**src/rtl/pcs_mgmt_pkg.sv**
```systemverilog
package pcs_mgmt_pkg;

    localparam int REG_W = 16;

    typedef enum logic [0:0] {
        BUS_IDLE = 1'b0,
        BUS_ACK  = 1'b1
    } bus_state_e;

    localparam int OFS_CTRL     = 'h00;
    localparam int OFS_STAT     = 'h01;
    localparam int OFS_ID_HI    = 'h02;
    localparam int OFS_ID_LO    = 'h03;
    localparam int OFS_ADV      = 'h04;
    localparam int OFS_PARTNER  = 'h05;
    localparam int OFS_EXPAND   = 'h06;
    localparam int OFS_NP_TX    = 'h07;
    localparam int OFS_NP_RX    = 'h08;
    localparam int OFS_SCRATCH  = 'h10;
    localparam int OFS_REV      = 'h11;
    localparam int OFS_TMR_LO   = 'h12;
    localparam int OFS_TMR_HI   = 'h13;
    localparam int OFS_IFMODE   = 'h14;

    localparam int CB_SOFT_RST  = 15;
    localparam int CB_LOOPBACK  = 14;
    localparam int CB_AN_EN     = 12;
    localparam int CB_AN_RESTART = 9;

    localparam logic [REG_W-1:0] ADV_MASK  = 16'h31A0;
    localparam logic [REG_W-1:0] ADV_RESET = 16'h01A0;

endpackage

```
**src/rtl/pcs_bus_fsm.sv**
```systemverilog
module pcs_bus_fsm
    import pcs_mgmt_pkg::*;
(
    input  logic clk,
    input  logic rst_n,
    input  logic rd,
    input  logic wr,
    output logic waitreq,
    output logic rd_fire,
    output logic wr_fire
);

    bus_state_e state_q, state_d;
    logic       req;

    assign req = rd | wr;

    always_ff @(posedge clk or negedge rst_n) begin
        if (!rst_n) begin
            state_q <= BUS_IDLE;
        end else begin
            state_q <= state_d;
        end
    end

    always_comb begin
        state_d = state_q;
        waitreq = 1'b0;
        rd_fire = 1'b0;
        wr_fire = 1'b0;
        unique case (state_q)
            BUS_IDLE: begin
                waitreq = req;
                if (req) begin
                    state_d = BUS_ACK;
                end
            end
            BUS_ACK: begin
                rd_fire = rd;
                wr_fire = wr;
                state_d = BUS_IDLE;
            end
        endcase
    end

    assert_wait_one_R1: assert property (@(posedge clk) disable iff (!rst_n)
        (req && waitreq) |=> !waitreq);

    assert_fire_needs_wait_R1: assert property (@(posedge clk) disable iff (!rst_n)
        (rd_fire || wr_fire) |-> $past(waitreq));

endmodule

```
**src/rtl/pcs_ctrl_cmd.sv**
```systemverilog
module pcs_ctrl_cmd
    import pcs_mgmt_pkg::*;
(
    input  logic             clk,
    input  logic             rst_n,
    input  logic             wr_en,
    input  logic [REG_W-1:0] wdata,
    input  logic             rst_done,
    input  logic             an_restarted,
    output logic [REG_W-1:0] ctrl_word,
    output logic             soft_reset_req,
    output logic             loopback_en,
    output logic             an_enable,
    output logic             an_restart_req
);

    logic rst_q, loop_q, anen_q, restart_q;
    logic set_rst, set_restart;

    assign set_rst     = wr_en & wdata[CB_SOFT_RST];
    assign set_restart = wr_en & wdata[CB_AN_RESTART];

    always_ff @(posedge clk or negedge rst_n) begin
        if (!rst_n) begin
            rst_q     <= 1'b0;
            loop_q    <= 1'b0;
            anen_q    <= 1'b0;
            restart_q <= 1'b0;
        end else begin
            if (wr_en) begin
                loop_q <= wdata[CB_LOOPBACK];
                anen_q <= wdata[CB_AN_EN];
            end
            if (set_rst) begin
                rst_q <= 1'b1;
            end else if (rst_done) begin
                rst_q <= 1'b0;
            end
            if (set_restart) begin
                restart_q <= 1'b1;
            end else if (an_restarted) begin
                restart_q <= 1'b0;
            end
        end
    end

    always_comb begin
        ctrl_word                = '0;
        ctrl_word[CB_SOFT_RST]   = rst_q;
        ctrl_word[CB_LOOPBACK]   = loop_q;
        ctrl_word[CB_AN_EN]      = anen_q;
        ctrl_word[CB_AN_RESTART] = restart_q;
    end

    assign soft_reset_req = rst_q;
    assign loopback_en    = loop_q;
    assign an_enable      = anen_q;
    assign an_restart_req = restart_q;

    assert_reset_clears_R3: assert property (@(posedge clk) disable iff (!rst_n)
        (rst_done && !set_rst) |=> !soft_reset_req);

    assert_reset_holds_R3: assert property (@(posedge clk) disable iff (!rst_n)
        (soft_reset_req && !rst_done) |=> soft_reset_req);

    assert_restart_clears_R4: assert property (@(posedge clk) disable iff (!rst_n)
        (an_restarted && !set_restart) |=> !an_restart_req);

endmodule

```
**src/rtl/pcs_page_tracker.sv**
```systemverilog
module pcs_page_tracker
    import pcs_mgmt_pkg::*;
(
    input  logic             clk,
    input  logic             rst_n,
    input  logic             page_valid,
    input  logic [REG_W-1:0] partner_word,
    input  logic             rd_clear,
    output logic [REG_W-1:0] partner_q,
    output logic             page_flag
);

    always_ff @(posedge clk or negedge rst_n) begin
        if (!rst_n) begin
            partner_q <= '0;
            page_flag <= 1'b0;
        end else begin
            if (page_valid) begin
                partner_q <= partner_word;
                page_flag <= 1'b1;
            end else if (rd_clear) begin
                page_flag <= 1'b0;
            end
        end
    end

    assert_page_sets_R7: assert property (@(posedge clk) disable iff (!rst_n)
        page_valid |=> page_flag);

    assert_read_clears_R8: assert property (@(posedge clk) disable iff (!rst_n)
        (rd_clear && !page_valid) |=> !page_flag);

    assert_flag_holds_R8: assert property (@(posedge clk) disable iff (!rst_n)
        (page_flag && !rd_clear) |=> page_flag);

endmodule

```
**src/rtl/pcs_mgmt_regs.sv**
```systemverilog
module pcs_mgmt_regs
    import pcs_mgmt_pkg::*;
#(
    parameter int          ADDR_W   = 5,
    parameter int          TIMER_W  = 21,
    parameter logic [31:0] PHY_ID   = 32'h1A2B_3C4D,
    parameter logic [15:0] REVISION = 16'h0107
) (
    input  logic                clk,
    input  logic                rst_n,
    input  logic [ADDR_W-1:0]   addr,
    input  logic                rd,
    input  logic                wr,
    input  logic [REG_W-1:0]    wdata,
    output logic [REG_W-1:0]    rdata,
    output logic                waitreq,
    input  logic                rst_done,
    input  logic                an_restarted,
    input  logic                link_up,
    input  logic                an_done,
    input  logic                page_valid,
    input  logic [REG_W-1:0]    partner_word,
    input  logic                partner_an_able,
    output logic                soft_reset_req,
    output logic                loopback_en,
    output logic                an_enable,
    output logic                an_restart_req,
    output logic [REG_W-1:0]    adv_ability,
    output logic                sgmii_mode,
    output logic                sgmii_auto_speed,
    output logic [1:0]          manual_speed,
    output logic [TIMER_W-1:0]  link_timer_val
);

    localparam int TMR_HI_W = TIMER_W - REG_W;

    logic                rd_fire, wr_fire;
    logic [REG_W-1:0]    ctrl_word, partner_q, status_word, expand_word;
    logic                page_flag;
    logic [REG_W-1:0]    adv_q, scratch_q, tmr_lo_q;
    logic [TMR_HI_W-1:0] tmr_hi_q;
    logic [3:0]          ifmode_q;
    logic [REG_W-1:0]    mux_d;

    function automatic logic hit(input logic [ADDR_W-1:0] a, input int ofs);
        return a == ADDR_W'(ofs);
    endfunction

    pcs_bus_fsm u_bus (
        .clk     (clk),
        .rst_n   (rst_n),
        .rd      (rd),
        .wr      (wr),
        .waitreq (waitreq),
        .rd_fire (rd_fire),
        .wr_fire (wr_fire)
    );

    pcs_ctrl_cmd u_ctrl (
        .clk            (clk),
        .rst_n          (rst_n),
        .wr_en          (wr_fire && hit(addr, OFS_CTRL)),
        .wdata          (wdata),
        .rst_done       (rst_done),
        .an_restarted   (an_restarted),
        .ctrl_word      (ctrl_word),
        .soft_reset_req (soft_reset_req),
        .loopback_en    (loopback_en),
        .an_enable      (an_enable),
        .an_restart_req (an_restart_req)
    );

    pcs_page_tracker u_page (
        .clk          (clk),
        .rst_n        (rst_n),
        .page_valid   (page_valid),
        .partner_word (partner_word),
        .rd_clear     (rd_fire && hit(addr, OFS_EXPAND)),
        .partner_q    (partner_q),
        .page_flag    (page_flag)
    );

    always_ff @(posedge clk or negedge rst_n) begin
        if (!rst_n) begin
            adv_q     <= ADV_RESET;
            scratch_q <= '0;
            tmr_lo_q  <= '0;
            tmr_hi_q  <= '0;
            ifmode_q  <= '0;
        end else if (wr_fire) begin
            if (hit(addr, OFS_ADV))     adv_q     <= wdata & ADV_MASK;
            if (hit(addr, OFS_SCRATCH)) scratch_q <= wdata;
            if (hit(addr, OFS_TMR_LO))  tmr_lo_q  <= wdata;
            if (hit(addr, OFS_TMR_HI))  tmr_hi_q  <= wdata[TMR_HI_W-1:0];
            if (hit(addr, OFS_IFMODE))  ifmode_q  <= wdata[3:0];
        end
    end

    always_comb begin
        status_word    = '0;
        status_word[5] = an_done;
        status_word[3] = 1'b1;
        status_word[2] = link_up;
        expand_word    = '0;
        expand_word[1] = page_flag;
        expand_word[0] = partner_an_able;
    end

    always_comb begin
        mux_d = '0;
        case (int'(addr))
            OFS_CTRL:    mux_d = ctrl_word;
            OFS_STAT:    mux_d = status_word;
            OFS_ID_HI:   mux_d = PHY_ID[31:16];
            OFS_ID_LO:   mux_d = PHY_ID[15:0];
            OFS_ADV:     mux_d = adv_q;
            OFS_PARTNER: mux_d = partner_q;
            OFS_EXPAND:  mux_d = expand_word;
            OFS_NP_TX:   mux_d = '0;
            OFS_NP_RX:   mux_d = '0;
            OFS_SCRATCH: mux_d = scratch_q;
            OFS_REV:     mux_d = REVISION;
            OFS_TMR_LO:  mux_d = tmr_lo_q;
            OFS_TMR_HI:  mux_d = REG_W'(tmr_hi_q);
            OFS_IFMODE:  mux_d = REG_W'(ifmode_q);
            default:     mux_d = '0;
        endcase
    end

    assign rdata            = rd_fire ? mux_d : '0;
    assign adv_ability      = adv_q;
    assign sgmii_mode       = ifmode_q[0];
    assign sgmii_auto_speed = ifmode_q[1];
    assign manual_speed     = ifmode_q[3:2];
    assign link_timer_val   = {tmr_hi_q, tmr_lo_q};

    assert_timer_stable_R11: assert property (@(posedge clk) disable iff (!rst_n)
        !wr_fire |=> $stable(link_timer_val));

    assert_adv_stable_R6: assert property (@(posedge clk) disable iff (!rst_n)
        !wr_fire |=> $stable(adv_ability));

    assert_idle_rdata_R1: assert property (@(posedge clk) disable iff (!rst_n)
        waitreq |-> rdata == '0);

endmodule

```
**config.mk**
```make
export PLATFORM = sky130hd
export DESIGN_NAME = pcs_mgmt_regs
export DESIGN_NICKNAME = d
export VERILOG_FILES = /design/src/rtl/pcs_mgmt_pkg.sv /design/src/rtl/pcs_bus_fsm.sv /design/src/rtl/pcs_ctrl_cmd.sv /design/src/rtl/pcs_page_tracker.sv /design/src/rtl/pcs_mgmt_regs.sv
export SDC_FILE = /design/constraint.sdc
export NUM_CORES = 1
export LEC_CHECK = 0
export BUFFER_PORTS_ARGS = -buffer_cell sky130_fd_sc_hd__clkbuf_2
export CORE_UTILIZATION = 35
export CTS_CLUSTER_SIZE = 14
export DETAILED_ROUTE_END_ITERATION = 12
export PLACE_DENSITY = 0.58
export SLEW_MARGIN = 20
export SYNTH_ARGS = -nofsm -noshare
export SYNTH_HDL_FRONTEND = slang
export SYNTH_SLANG_ARGS = --single-unit
```
**constraint.sdc**
```tcl
create_clock -name clk -period 1.6 [get_ports clk]
set_input_delay 0.08 -clock clk [delete_from_list [all_inputs] [get_ports clk]]
set_output_delay 0.08 -clock clk [all_outputs]
set_load 0.01 [all_outputs]
```
==> impl_metrics.yaml, run 1 <==
setup_path:
  end_kind: "primary output"
  worstPathCellList: "nand2_2, a211o_1, buf_6, a31oi_2, buf_2"
  critPathKind: "flip-flop to primary output"
  worstPathMaxFanout: 10
  cp_data_arrival_time_ps: 1570
  critPathSlowestCell: "dfrtp_1"
  critPathMaxStageDelay_ps: 370
  crit_required_ps: 1520
  cp-start-kind: "flip-flop"
place:
  dp_hpwl_um: 7260
  gp_congestion: 0.8883
  dp_slack_ps: 10.48
  port-buffer-count: 97
timing:
  setup_violations: 8
  hold_viol_final: 0
  rsz0062_at_grt: "yes"
  hold_slack_ps: 99.84
  max_freq_mhz: 607.7
  layout_setup_ws_ps: -45.67
  layout_worst_path_cycle_share: 1.029
  worst_slew_pin_slew_ps: 552.3
  fin_skew_ps: 8.824
  slew_viol_final: 0
  slew_headroom: 0.6318
  final.min_clock_period_ps: 1646
synthesis:
  synthCells: 290
  ys_async_sr_fraction: 1.000
  ys_ff_latch: 68
  avgSynthCellArea_um2: 12.12
  yosysWarnings: 0
  synth_ff_type: "dfrtp_1"
  yosysTopAreaCellShare: 0.4630
  synth_area_um2: 3513
  synth.largest_area_cell: "dfrtp_1"
  netlist_top_cells_area: "dfrtp_1 46%, mux2_2 18%, mux2_4 4.3%"
  ys_seq_area_frac: 0.4854
  synth_edf_count: 0
  synth.distinct_cells: 52
power_and_ir_drop:
  swShare: 0.2626
  p_int_mw: 3.484
  seq_power_share: 0.445
  ir_drop_mv: 0.3728
  power.total_mw: 4.725
  powerDensity_nw_per_um2: 932.4
  clkPwrFrac: 0.372
  p_leak_nw: 2.416
  switching_power_mw: 1.241
  combinationalPowerShare: 0.183
route:
  drtIter0Drc: 165
  drtPass1Iterations: 4
  wl_met3_um: 558
  drc: 0
  vias: 2944
  wl_per_cell_um: 17.06
  viasPerCell: 4.965
  routed_wl_um: 10120
  dr_wl_met2_um: 4821
  final_antenna_net_count: 0
  dr.max_layer_used: "met4"
  wl_met1_um: 4641
finish:
  area_delta_synth_final_pct: 44.23
  multiInputGateArea_um2: 1708
  fillers: 914
  postLayoutCoreUtil: 0.5208
  num-nets-final: 502
  antenna_cells: 0
  drive_gt1_frac: 0.5261
  register_area_um2: 1705
clocking:
  clock-sinks: 68
  cts_buffer_depth: 2
  cts.clk_slew.worst_paths_ps: 80
  root_buffer: "clkbuf_8"
  cts_tree: "yes"
  worstSkewPairLatency_ps: 350
  htreeDepth: 3
  cts_buffers: 9
floorplanning:
  dieHeight_um: 102.2
  start_util: 0.3611
  fp.dieArea_um2: 10440
  die_w_um: 102.2
  io_pins: 109
  rows: 36
  core_um2: 9729
grt:
  grt_pass1_wl_um: 15720
  grt_pass1_vias: 2901
  grt_start_max_net_pins: 69
  grt-ovfl-total: 0
  grt_util_all_layers: 0.2057
  antenna_found_initial: 0
worst_hold_path:
  hold_class: "primary input to flip-flop"
flow_run:
  max_cap_viol_count: 0
outcome:
  violations: "negative setup slack"
  outcome: "finished with violations"
-- critical path: cells and delay by family, from the launching register on --
kind                   cells  cell delay [ps]
AO/OA/AOI/OAI              2              430
flip-flops                 1              370
buffers and inverters      2              320
AND/OR/NAND/NOR            1               80
-- synthesized netlist by cell type, drive strengths merged, types with 3 or more instances --
master / n
nand2b: 5
nand2: 11
nor2: 9
clkbuf: 9
dfrtp: 65
a21oi: 17
a22oi: 16
a32oi: 4
buf: 20
mux2: 66
a211o: 3
o21ai: 6
a22o: 3
dfstp: 3
nor3: 3
a31oi: 3
a211oi: 3
mux2i: 4
nand3: 4
inv: 6
and3: 6
-- flip-flops by register name, summed over array words and instances (netlist names) --
register	cells
scratch_q	16
tmr_lo_q	16
u_page.partner_q	16
adv_ability	5
tmr_hi_q	5
ifmode_q	4
u_bus.state_q	1
u_ctrl.an_enable	1
u_ctrl.an_restart_req	1
u_ctrl.loopback_en	1
u_ctrl.soft_reset_req	1
u_page.page_flag	1
-- through the flow --
step	setup TNS, ps	instances	instance area (µm²)
after CTS	-365.0	592	5027
after detailed placement	0	537	4325
final	-197.4	593	5067
after floorplan	-97.13	300	3555
after global placement	0	537	4325
after global routing	-942.1	593	5067
-- power groups by stage --
stage                     registers [mW]  clock network [mW]  logic, mW
after floorplan                     2.13                   0      0.385
after global placement              2.13                   0      0.747
after detailed placement            2.13                   0      0.759
after CTS                           2.10                1.80      0.861
after global routing                2.13                1.87      0.942
final                               2.10                1.76      0.864
-- worst paths after layout --
check                      slack (ps)  cells past startpoint                    to     startpoint
hold / removal                    100                      3         u_bus.state_q             wr
setup / recovery                  -50                      5              rdata[5]  u_bus.state_q
min in group asynchronous         270                      3  u_page.partner_q[11]          rst_n
setup reg to reg                   50                      6          tmr_lo_q[14]  u_bus.state_q
hold reg to reg                   510                      1         scratch_q[11]  scratch_q[11]
max in group asynchronous        1000                      3        adv_ability[5]          rst_n
-- layer usage --
layer  track usage  vias up
li1              -     1386
met1        0.2802     1448
met2        0.3216      103
met3       0.03899        7
met4       0.08571        0
met5             0        -
-- repair_timing --
action | CTS | global route
pin swaps | 5 | 1
gates resized for setup | 15 | 21
buffers inserted | 3 | 1
endpoints found under the hold margin | 127 | 0
endpoints found under the setup margin | 16 | 16
hold buffers | 36 | 0
-- cells in the final DEF, fill, tap and decap left out, drive strengths merged, types with 3 or more instances in the layout --
master and instances:
dlygate4sd3 36, buf 56, dfstp 3, a22o 3, and3 6, nand2b 5
a32oi 4, nor2 9, clkbuf 91, mux2 66, conb 11, nand3 4
mux2i 4, nor3 3, a211oi 3, a211o 3, bufinv 3, dfrtp 65
a21oi 17, nand2 11, o21ai 6, inv 6, a22oi 16, a31oi 3
-- layout make-up --
type                    count  share of cell area
repair buffers            173              0.2400
flip-flops and latches     68              0.3365
multi-input cells         197              0.3370
clock inverters             6             0.02198
inverters                   6            0.004444
clock buffers              10             0.02716
well taps                 133             0.03284
-- logic make-up (layout without fill, tap and decap cells) --
group	Yosys count	after routing	share of synthesized area
AOI/OAI and AO/OA	62	62	0.1186
adders and majority gates	1	1	0.002849
buffers and inverters	35	195	0.06267
DFF	68	68	0.4854
muxes	70	70	0.2336
other	1	11	0.001067
and+or+nand+nor	53	53	0.09580
(Power assumes the default switching activity.)
==> inputs of run 2 (changes only) <==
--- a/config.mk
+++ b/config.mk
@@ -5,11 +5,12 @@
 export SDC_FILE = /design/constraint.sdc
 export NUM_CORES = 1
 export LEC_CHECK = 0
-export BUFFER_PORTS_ARGS = -buffer_cell sky130_fd_sc_hd__clkbuf_2
+export BUFFER_PORTS_ARGS = -buffer_cell sky130_fd_sc_hd__buf_2
 export CORE_UTILIZATION = 35
 export CTS_CLUSTER_SIZE = 14
 export DETAILED_ROUTE_END_ITERATION = 12
-export PLACE_DENSITY = 0.58
+export MAX_ROUTING_LAYER = met4
+export PLACE_DENSITY = 0.66
 export SLEW_MARGIN = 20
 export SYNTH_ARGS = -nofsm -noshare
 export SYNTH_HDL_FRONTEND = slang
==> run 2 against run 1 <==
The flow still finishes with violations (negative setup slack). Register-to-register slack improved by 210 ps. Critical path depth unchanged. Power decreased by 5.5%. Global-route usage increased by 0.42 points. Core utilization increased by 0.19 points. Design area is 0.37% higher. Critical path type unchanged. Critical endpoint is now rdata[0]. Largest power group unchanged.
==> impl_metrics.yaml, run 2 (same netlist as run 1, synthesis figures left out) <==
timing:
  hold_viol_final: 0
  finalSetupTns_ps: -580.0
  fin_skew_ps: 6.354
  rsz0062_at_grt: "yes"
  max_freq_mhz: 597.6
  slew_viol_final: 0
  final.min_clock_period_ps: 1673
  setup_violations: 15
  layout_setup_ws_ps: -73.25
  layout_worst_path_cycle_share: 1.046
grt:
  met3_usage: 0.04720
  grt_pass1_wl_um: 15700
  grt_start_max_net_pins: 69
  grt-busiest-layer: "met2"
  grt-ovfl-total: 0
  grt_use_met2: 0.3165
  antenna_found_initial: 0
  use_met1: 0.2745
  grt_pass1_vias: 2907
  grt_util_all_layers: 0.2100
clocking:
  cts_buffer_depth: 2
  root_buffer: "clkbuf_8"
  cts_buffers: 9
  worstSkewPairLatency_ps: 360
  cts.clk_slew.worst_paths_ps: 70
  clock-sinks: 68
  htreeDepth: 3
  cts_tree: "yes"
setup_path:
  end_kind: "primary output"
  cp_data_arrival_time_ps: 1590
  critPathKind: "flip-flop to primary output"
  worstPathMaxFanout: 5
  worstPathCellList: "nand2_2, a211o_4, buf_6, a31oi_4, buf_2"
  crit_required_ps: 1520
  cp-start-kind: "flip-flop"
  critPathSlowestCell: "dfrtp_1"
  critPathMaxStageDelay_ps: 360
route:
  viasPerCell: 5.002
  drtPass1Iterations: 7
  final_antenna_net_count: 0
  vias: 2941
  wl_per_cell_um: 17.38
  drc: 0
  drtIter0Drc: 256
  routed_wl_um: 10220
finish:
  reg_top3: "scratch_q x16, tmr_lo_q x16, u_page.partner_q x16"
  antenna_cells: 0
  fillers: 855
  drive_gt1_frac: 0.5363
  num-nets-final: 497
  final_cell_mix: "91 x buf_2, 65 x dfrtp_1, 55 x mux2_2"
  final_common_cell: "buf_2"
  post-route-cell-area_um2: 5086
  area_delta_synth_final_pct: 44.76
outcome:
  outcome: "finished with violations"
  violations: "negative setup slack"
floorplanning:
  core_um2: 9729
  fp.dieArea_um2: 10440
  dieHeight_um: 102.2
  start_util: 0.3611
  io_pins: 109
  rows: 36
  die_w_um: 102.2
power_and_ir_drop:
  swShare: 0.2710
  seq_power_share: 0.469
  ir_drop_mv: 0.3824
  switching_power_mw: 1.210
  combinationalPowerShare: 0.196
  powerDensity_nw_per_um2: 878.0
  clkPwrFrac: 0.336
  p_int_mw: 3.256
  p_leak_nw: 2.414
place:
  gp_congestion: 0.9024
  port-buffer-count: 97
  place_area_um2: 4360
  dp_hpwl_um: 7325
flow_run:
  max_cap_viol_count: 0
worst_hold_path:
  hold_class: "primary input to flip-flop"
[run 2: repair_timing]
item	4_1_cts	5_1_grt
gates cloned	1	0
endpoints found under the hold margin	108	0
gates resized for setup	25	7
endpoints found under the setup margin	16	16
pin swaps	6	2
buffers inserted	1	1
hold buffers	29	0
[run 2: path summary, 6_finish.rpt]
| path | startpoint | end | slack [ps] | cells past startpoint |
|---|---|---|---|---|
| max | u_bus.state_q | rdata[0] | -70 | 5 |
| max reg2reg | u_bus.state_q | tmr_lo_q[2] | 260 | 4 |
| min in group asynchronous | rst_n | u_page.partner_q[10] | 270 | 3 |
| min | wdata[12] | tmr_lo_q[12] | 10 | 2 |
| min reg2reg | scratch_q[4] | scratch_q[4] | 510 | 1 |
| max in group asynchronous | rst_n | adv_ability[8] | 980 | 3 |
[run 2: critical path, delay by kind of cell, from the launching register on]
family                 cells  cell delay [ps]
buffers and inverters      2              320
flip-flops                 1              360
AND/OR/NAND/NOR            1               90
AO/OA/AOI/OAI              2              480
[run 2: power by group through the flow]
stage | clock network (mW) | logic (mW) | registers, mW
6_report | 1.50 | 0.874 | 2.09
5_1_grt | 1.60 | 0.948 | 2.12
4_1_cts | 1.53 | 0.870 | 2.09
3_5_place_dp | 0 | 0.779 | 2.12
3_3_place_gp | 0 | 0.762 | 2.11
2_1_floorplan | 0 | 0.385 | 2.13
[run 2: final cells by class]
cell class,instances,area (µm²),share of cell area
Clock buffer,13,168.9,0.03321
Clock inverter,3,43.79,0.008610
Inverter,6,22.52,0.004428
Multi-Input combinational cell,197,1764,0.3469
Sequential cell,68,1705,0.3353
Tap cell,133,166.4,0.03272
Timing Repair Buffer,168,1215,0.2389
[run 2: routing by layer]
layer	vias to the layer above	wire length (µm)
li1	1372	-
met1	1427	4651
met2	118	4884
met3	24	486
met4	0	195
met5	-	0
[run 2: per-stage QoR]
stage                     hold WS [ps]  power [mW]  worst slack [ps]  utilization  cells
after floorplan                 -215.6       2.519            -9.713            -    300
after global placement           124.4       2.875            -38.06       0.4482    540
after detailed placement         130.0       2.897            -43.15       0.4482    540
after CTS                        1.071       4.489            -71.49       0.5172    587
after global routing             4.286       4.665            -125.1       0.5228    588
final                            10.01       4.466            -73.25       0.5228    588
==> inputs of run 3 (changes only) <==
--- a/config.mk
+++ b/config.mk
@@ -9,8 +9,10 @@
 export CORE_UTILIZATION = 35
 export CTS_CLUSTER_SIZE = 14
 export DETAILED_ROUTE_END_ITERATION = 12
+export GPL_TIMING_DRIVEN = 0
 export MAX_ROUTING_LAYER = met4
 export PLACE_DENSITY = 0.66
+export REMOVE_ABC_BUFFERS = 1
 export SLEW_MARGIN = 20
 export SYNTH_ARGS = -nofsm -noshare
 export SYNTH_HDL_FRONTEND = slang
==> run 3 against run 2 <==
The run now ends clean. Wire length decreased by 1.9%. Cell count fell by 4.4%. Register-to-register slack worse by 50 ps. First-iteration DRC count is 47% lower. Sequential power barely moved. Sequential share of layout area up 1.3 points. Design area down 3.8%. Setup slack gained 110 ps. Power shrank 3.7%. Critical path depth down 1. Die area is the same.
==> impl_metrics.yaml, run 3 (same netlist as run 1, synthesis figures left out) <==
outcome:
  outcome: "finished clean"
grt:
  grt_start_max_net_pins: 36
  grt_pass1_vias: 2846
  antenna_found_initial: 0
  grt_pass1_wl_um: 15210
  grt_util_all_layers: 0.2027
  grt-ovfl-total: 0
timing:
  layout_worst_path_cycle_share: 0.9784
  final.min_clock_period_ps: 1565
  hold_viol_final: 0
  setup_violations: 0
  finalSetupTns_ps: 0
  fin_skew_ps: 5.649
  layout_setup_ws_ps: 34.59
  slew_viol_final: 0
  rsz0062_at_grt: "yes"
  hold_slack_ps: 15.55
  max_freq_mhz: 638.8
setup_path:
  crit_required_ps: 1520
  reg2reg_from: "u_bus.state_q"
  cp-startpoint: "u_bus.state_q"
  critPathKind: "flip-flop to primary output"
  worstPathMaxFanout: 8
  cp-start-kind: "flip-flop"
  end_kind: "primary output"
  reg2reg_depth: 3
  cp_data_arrival_time_ps: 1490
power_and_ir_drop:
  powerDensity_nw_per_um2: 879.0
  p_leak_nw: 2.293
  ir_drop_mv: 0.5018
  power.total_mw: 4.301
worst_hold_path:
  min-delay-start: "wdata[9]"
  hold_depth: 2
  hold_class: "primary input to flip-flop"
place:
  dp_slack_ps: -751.3
  dpl.cell_count: 502
  place_area_um2: 4028
  gp_congestion: 0.7888
  dp_hpwl_um: 6426
  port-buffer-count: 97
finish:
  postLayoutCoreUtil: 0.5030
  area_delta_synth_final_pct: 39.28
  num-nets-final: 471
  register_area_um2: 1707
  drive_gt1_frac: 0.5315
  multiInputGateArea_um2: 1777
  final_cell_mix: "89 x buf_2, 64 x dfrtp_1, 55 x mux2_2"
  post-route-cell-area_um2: 4893
  fillers: 911
  antenna_cells: 0
  reg_top3: "scratch_q x16, tmr_lo_q x16, u_page.partner_q x16"
  final_cells: 562
  final_common_cell: "buf_2"
floorplanning:
  core_um2: 9729
  dieHeight_um: 102.2
  start_util: 0.3611
  die_w_um: 102.2
  io_pins: 109
  fp.dieArea_um2: 10440
  rows: 36
clocking:
  worstSkewPairLatency_ps: 340
  cts_buffer_depth: 2
  cts.clk_slew.worst_paths_ps: 70
  cts_buffers: 9
  htreeDepth: 3
  clock-sinks: 68
  cts_tree: "yes"
  root_buffer: "clkbuf_8"
route:
  drtIter0Drc: 136
  routed_wl_um: 10030
  vias: 2854
  final_antenna_net_count: 0
  viasPerCell: 5.078
  drtPass1Iterations: 4
  drc: 0
  wl_per_cell_um: 17.84
flow_run:
  max_cap_viol_count: 0
## run 3: changes by cell type in the layout (fill, tap and decap cells not counted), sizes merged
cell	before	now
a211o	3	4
buf	139	113
clkinv	2	3
clkinvlp	0	1
dlygate4sd3	29	26
## run 3: what timing repair did
action / 4_1_cts / 5_1_grt
setup buffers: 9 / 6
cloned: 1 / 2
pin swaps: 9 / 12
endpoints found under the setup margin: 54 / 16
endpoints found under the hold margin: 73 / 0
hold buffers: 26 / 0
gates resized for setup: 21 / 29
## run 3: metal layers
layer	wire, µm	vias to the layer above	global-route usage
li1	-	1315	-
met1	4515	1434	0.2635
met2	4923	93	0.3237
met3	477	12	0.04104
met4	108	0	0.05165
met5	0	-	-
## run 3: area by class of cell
type	count	share of cell area
flip-flops and latches	68	0.3488
repair buffers	141	0.2120
well taps	133	0.03401
clock inverters	5	0.01074
multi-input cells	198	0.3631
inverters	6	0.004602
clock buffers	11	0.02685
## run 3: worst paths after layout
| check | end | slack, ps |
|---|---|---|
| max reg2reg | tmr_hi_q[0] | 210 |
| min in group asynchronous | scratch_q[2] | 240 |
| min | u_ctrl.an_restart_req | 20 |
| max in group asynchronous | adv_ability[7] | 760 |
| max | rdata[13] | 30 |
| min reg2reg | scratch_q[15] | 510 |
## run 3: worst max-delay path, cell delays in order, from the launching register on
cell and delay (ps):
dfrtp_2 390, nand2_4 70, a211o_4 370, o22ai_2 170, buf_2 150
## run 3: where the power goes
part           internal [mW]  total (mW)  switching [mW]  leakage, nW
registers               1.94        2.08           0.144        0.869
logic                  0.464       0.861           0.396         1.33
clock network          0.713        1.36           0.645       0.0931
total                   3.12        4.30            1.19         2.29
